==> src/rtl/sysclk_mode_ctl.sv <==
module sysclk_mode_ctl #(
  parameter int MAIN_DLY = 2000,
  parameter int SUB_DLY  = 4000,
  localparam int DMAX = (MAIN_DLY > SUB_DLY) ? MAIN_DLY : SUB_DLY,
  localparam int CW   = $clog2(DMAX + 1)
) (
  input  logic       clk,
  input  logic       rst_n,
  input  logic       wr_en,
  input  logic [7:0] wr_data,
  input  logic       stop_req,
  input  logic       wait_req,
  input  logic       wake,
  input  logic       main_rdy,
  input  logic       sub_tick,
  output logic [7:0] mode_q,
  output logic       main_osc_en,
  output logic       sub_osc_en,
  output logic       src_sub,
  output logic       div_sel,
  output logic       cpu_ce,
  output logic       per_ce,
  output logic       wake_hold,
  output logic       wr_err
);
  typedef enum logic [1:0] {S_RUN, S_WAIT, S_STOP, S_WARM} pst_t;

  pst_t          st;
  logic [3:0]    mode;
  logic [CW-1:0] dly;
  logic [2:0]    pre;
  logic          half;
  logic          sys_ce;

  wire [3:0] nxt   = wr_data[7:4];
  wire [3:0] chg   = (nxt ^ mode) & 4'b1011;
  wire       multi = (chg[3] & chg[1]) | (chg[3] & chg[0]) | (chg[1] & chg[0]);
  wire       bad   = multi
                   | (nxt[3] & ~nxt[0])
                   | (nxt[1] & ~nxt[3])
                   | (mode[3] & ~nxt[3] & ~main_rdy);
  wire       take  = wr_en && st == S_RUN;

  always_comb begin
    if (st == S_STOP)  sys_ce = 1'b0;
    else if (mode[3])  sys_ce = sub_tick & half;
    else if (mode[2])  sys_ce = &pre;
    else               sys_ce = pre[0];
  end

  assign mode_q      = {mode, 4'b0000};
  assign src_sub     = mode[3];
  assign div_sel     = mode[2];
  assign main_osc_en = ~mode[1] && st != S_STOP;
  assign sub_osc_en  = mode[0] && st != S_STOP;
  assign cpu_ce      = sys_ce && st == S_RUN;
  assign per_ce      = sys_ce;
  assign wake_hold   = st == S_STOP || st == S_WARM;

  always_ff @(posedge clk or negedge rst_n) begin
    if (!rst_n) begin
      pre  <= '0;
      half <= 1'b0;
    end else begin
      pre <= pre + 3'd1;
      if (sub_tick) half <= ~half;
    end
  end

  always_ff @(posedge clk or negedge rst_n) begin
    if (!rst_n) begin
      mode   <= 4'b0100;
      wr_err <= 1'b0;
    end else begin
      wr_err <= take && bad;
      if (take && !bad) mode <= nxt;
    end
  end

  always_ff @(posedge clk or negedge rst_n) begin
    if (!rst_n) begin
      st  <= S_RUN;
      dly <= '0;
    end else begin
      case (st)
        S_RUN: begin
          if (stop_req)      st <= S_STOP;
          else if (wait_req) st <= S_WAIT;
        end
        S_WAIT: if (wake) st <= S_RUN;
        S_STOP: if (wake) begin
          st  <= S_WARM;
          dly <= mode[3] ? CW'(SUB_DLY) : CW'(MAIN_DLY);
        end
        S_WARM: if (sys_ce) begin
          dly <= dly - 1'b1;
          if (dly == CW'(1)) st <= S_RUN;
        end
        default: st <= S_RUN;
      endcase
    end
  end
endmodule

==> config.mk <==
export PLATFORM = sky130hd
export DESIGN_NAME = sysclk_mode_ctl
export DESIGN_NICKNAME = d
export VERILOG_FILES = /design/src/rtl/sysclk_mode_ctl.sv
export SDC_FILE = /design/constraint.sdc
export NUM_CORES = 1
export LEC_CHECK = 0
export ABC_AREA = 0
export BUFFER_PORTS_ARGS = -buffer_cell sky130_fd_sc_hd__buf_2
export CAP_MARGIN = 20
export CORE_UTILIZATION = 55
export DETAILED_ROUTE_END_ITERATION = 6
export GPL_TIMING_DRIVEN = 0
export MAX_ROUTING_LAYER = met4
export PLACE_DENSITY = 0.93
export SYNTH_ARGS = -nofsm -noshare
export SYNTH_HDL_FRONTEND = slang
export SYNTH_SLANG_ARGS = --single-unit
==> constraint.sdc <==
create_clock -name clk -period 4.35 [get_ports clk]
set_input_delay 0.435 -clock clk [delete_from_list [all_inputs] [get_ports clk]]
set_output_delay 0.435 -clock clk [all_outputs]
set_load 0.005 [all_outputs]
==> results.ini <==
[timing]
hold_slack_ns = 0.06362
min_period_over_period_pct = 55.41
finalSetupViolations = 0
period_needed_ns = 2.410
setup_tns_ns = 0
rsz0062_at_grt = no
slew_headroom_pct = 51.13
slew_violations = 0
worstMarginPinSlew_ns = 0.7324
hold_violations = 0
fmax_mhz = 414.9
skew_ns = 0.003369

[cells_and_area]
drive_gt1_share_pct = 22.94
fillerInstances = 173
layout_commonest_cell = buf_2
final_cell_mix = 23 x buf_2, 22 x dfrtp_1, 9 x inv_1, 8 x a21oi_1
fin_nets = 192
insertedDiodeCount = 0
area_growth_pct = 13.75

[worst_setup_path]
crit_path_frequent_cell = ha_1
critPathRequiredTime_ns = 3.91
worstPathCellList = ha_1, ha_1, mux2_2, o21ai_1, nor3_1, buf_2
cp_max_fo = 4
slowest_stage = dfrtp_1
startpoint_type = flop
max_stage_delay_ns = 0.43
end_kind = primary output
worstPathArrival_ns = 1.98
critical_path_class = flop to primary output

[synth]
synth-main-ff-cell = dfrtp_1
yosysWarningCount = 0
synth-seq-cells = 23
async_reset_ff_share_pct = 100.0
synth-edff-count = 0
synth.avg_cell_area_sq_um = 9.813
yosysUniqueCellTypes = 47
syn-cell-area_sq_mm = 0.001374
synth_cells = 140
ys_seq_area_share_pct = 41.99

[status]
run_status = completed

[power_and_ir_drop]
p_comb_share_pct = 33.1
powerDensity_mw_per_mm2 = 404.3
p_seq_share_pct = 50.7
p_sw_uw = 238.0
p_clk_share_pct = 16.2
internal_power_uw = 393.8
p_leak_nw = 0.7449
sw_frac_of_total_pct = 37.67
ir_drop_mv = 0.3159

[global_routing]
antenna_found_initial = 0
grt_usage_pct = 26.29
grt.overflow.total = 0
grt_pass1_vias = 1174
grt_max_degree = 24
grt_pass1_wl_mm = 4.974

[placed_design]
dpl.hpwl_mm = 2.245
place_congestion = 0.9099
port_buffers = 23

[flow_run]
drv_cap = 0

[cts]
cts_buffer_depth = 2
hold_buffers = 0
clk_pin_slew_worst_paths_ns = 0.13
clkLatencyLatePin_ns = 0.32
cts_tree = yes
post_cts_resized = 0
cts_root_buffer = clkbuf_4
cts_setup_buffers = 0
cts_sinks = 23
cts_max_level = 1
cts_buffers = 3

[floorplanning]
die_w_um = 51.98
core_area_sq_mm = 0.002276
start_util_pct = 60.36
dieArea_sq_mm = 0.002702
design.portCount = 32
die_h_um = 51.98
rows = 17

[routing]
wl_mm = 3.039
dr.pass1.iters = 5
vias_per_cell = 6.152
wl_per_cell_um = 15.35
drc = 0
antenna_left = 0
drtIter0Drc = 47
vias = 1218

[min_path]
hold_class = primary input to asynchronous set/reset pin

-- through the flow --
step | utilization, % | power (mW) | cell area [sq um] | worst slack, ns | cells
after detailed placement | 67.45 | 0.5260 | 1535 | 2.225 | 194
after CTS | 68.66 | 0.6277 | 1563 | 1.956 | 198
after global placement | 67.45 | 0.5087 | 1535 | 2.304 | 194
after global routing | 68.66 | 0.6728 | 1563 | 1.856 | 198
after floorplan | - | 0.4647 | 1385 | 2.483 | 143
final | 68.66 | 0.6318 | 1563 | 1.940 | 198
-- cell type report --
cell class	instances	area, sq um	area share, %
multi-input cells	100	709.4	45.40
flip-flops and latches	23	576.8	36.91
repair buffers	23	115.1	7.366
plain buffers	11	65.06	4.163
well taps	28	35.03	2.242
inverters	9	33.78	2.162
clock buffers	3	22.52	1.441
clock inverters	1	5.005	0.3203
-- worst max-delay path, delay by kind of cell (launching register included) --
kind | cells | cell delay, ns
DFF | 1 | 0.43
muxes | 1 | 0.31
and+or+nand+nor | 1 | 0.09
adders and majority gates | 2 | 0.40
buffers and inverters | 1 | 0.14
AOI/OAI and AO/OA | 1 | 0.28
-- logic make-up (layout without fill, tap and decap cells) --
group | Yosys count | after routing | share of synthesized area [%]
multiplexers | 8 | 8 | 6.193
adder cells (fa/ha/maj) | 6 | 6 | 5.282
flip-flops | 23 | 23 | 41.99
buffers and inverters | 20 | 47 | 7.194
XOR/XNOR | 3 | 3 | 1.913
AND/OR/NAND/NOR | 46 | 46 | 18.76
AO/OA/AOI/OAI | 33 | 33 | 18.40
other | 1 | 4 | 0.2730
-- state kept, by name (all words and copies together) (netlist names) --
name / flops
st: 2
mode: 4
wr_err: 1
dly: 12
pre: 3
half: 1
-- power groups by stage --
stage | Sequential [mW] | Combinational [mW] | Clock, mW
floorplan | 0.310 | 0.155 | 0
global placement | 0.318 | 0.191 | 0
detailed placement | 0.322 | 0.204 | 0
CTS | 0.318 | 0.206 | 0.104
global route | 0.329 | 0.231 | 0.112
finish | 0.320 | 0.209 | 0.103
-- worst paths after layout --
path	startpoint	endpoint	slack, ns	cells after the start
worst max register to register	pre[0]	dly[10]	2.18	6
worst min register to register	pre[0]	pre[0]	0.49	1
worst max-delay path	pre[0]	cpu_ce	1.94	6
worst min-delay path	rst_n	st[1]	0.06	1
min in group clk	sub_tick	half	0.32	2
max in group asynchronous	rst_n	mode[2]	3.92	1
-- Yosys cell counts (all sizes together) (2+ instances only) --
library cell,count,area share (%)
nand2b,4,1.8
a21oi,8,2.9
nor3,3,1.1
o31ai,3,1.6
ha,5,4.6
clkbuf,5,1.5
nand3,4,1.5
o41ai,2,1.3
or4,5,3.0
inv,9,2.5
mux2,4,3.3
buf,6,3.3
nand2,7,1.9
dfrtp,22,40
or2,5,2.3
nand4,2,0.91
nor2b,3,1.4
o2111ai,2,1.3
o211ai,2,1.1
xor2,3,1.9
nor2,7,1.9
mux2i,4,2.9
a221oi,5,3.2
or3,2,0.91
-- per-layer routing --
layer | vias up | routed length (um) | GRT usage (%) | share of wire (%)
met4 | 0 | 46 | 13.51 | 1.5
li1 | 568 | - | - | -
met3 | 9 | 209 | 7.895 | 6.9
met5 | - | 0 | - | 0
met1 | 598 | 1272 | 29.31 | 42
met2 | 43 | 1510 | 42.31 | 50
No activity file was read; power rests on OpenSTA's default activity.
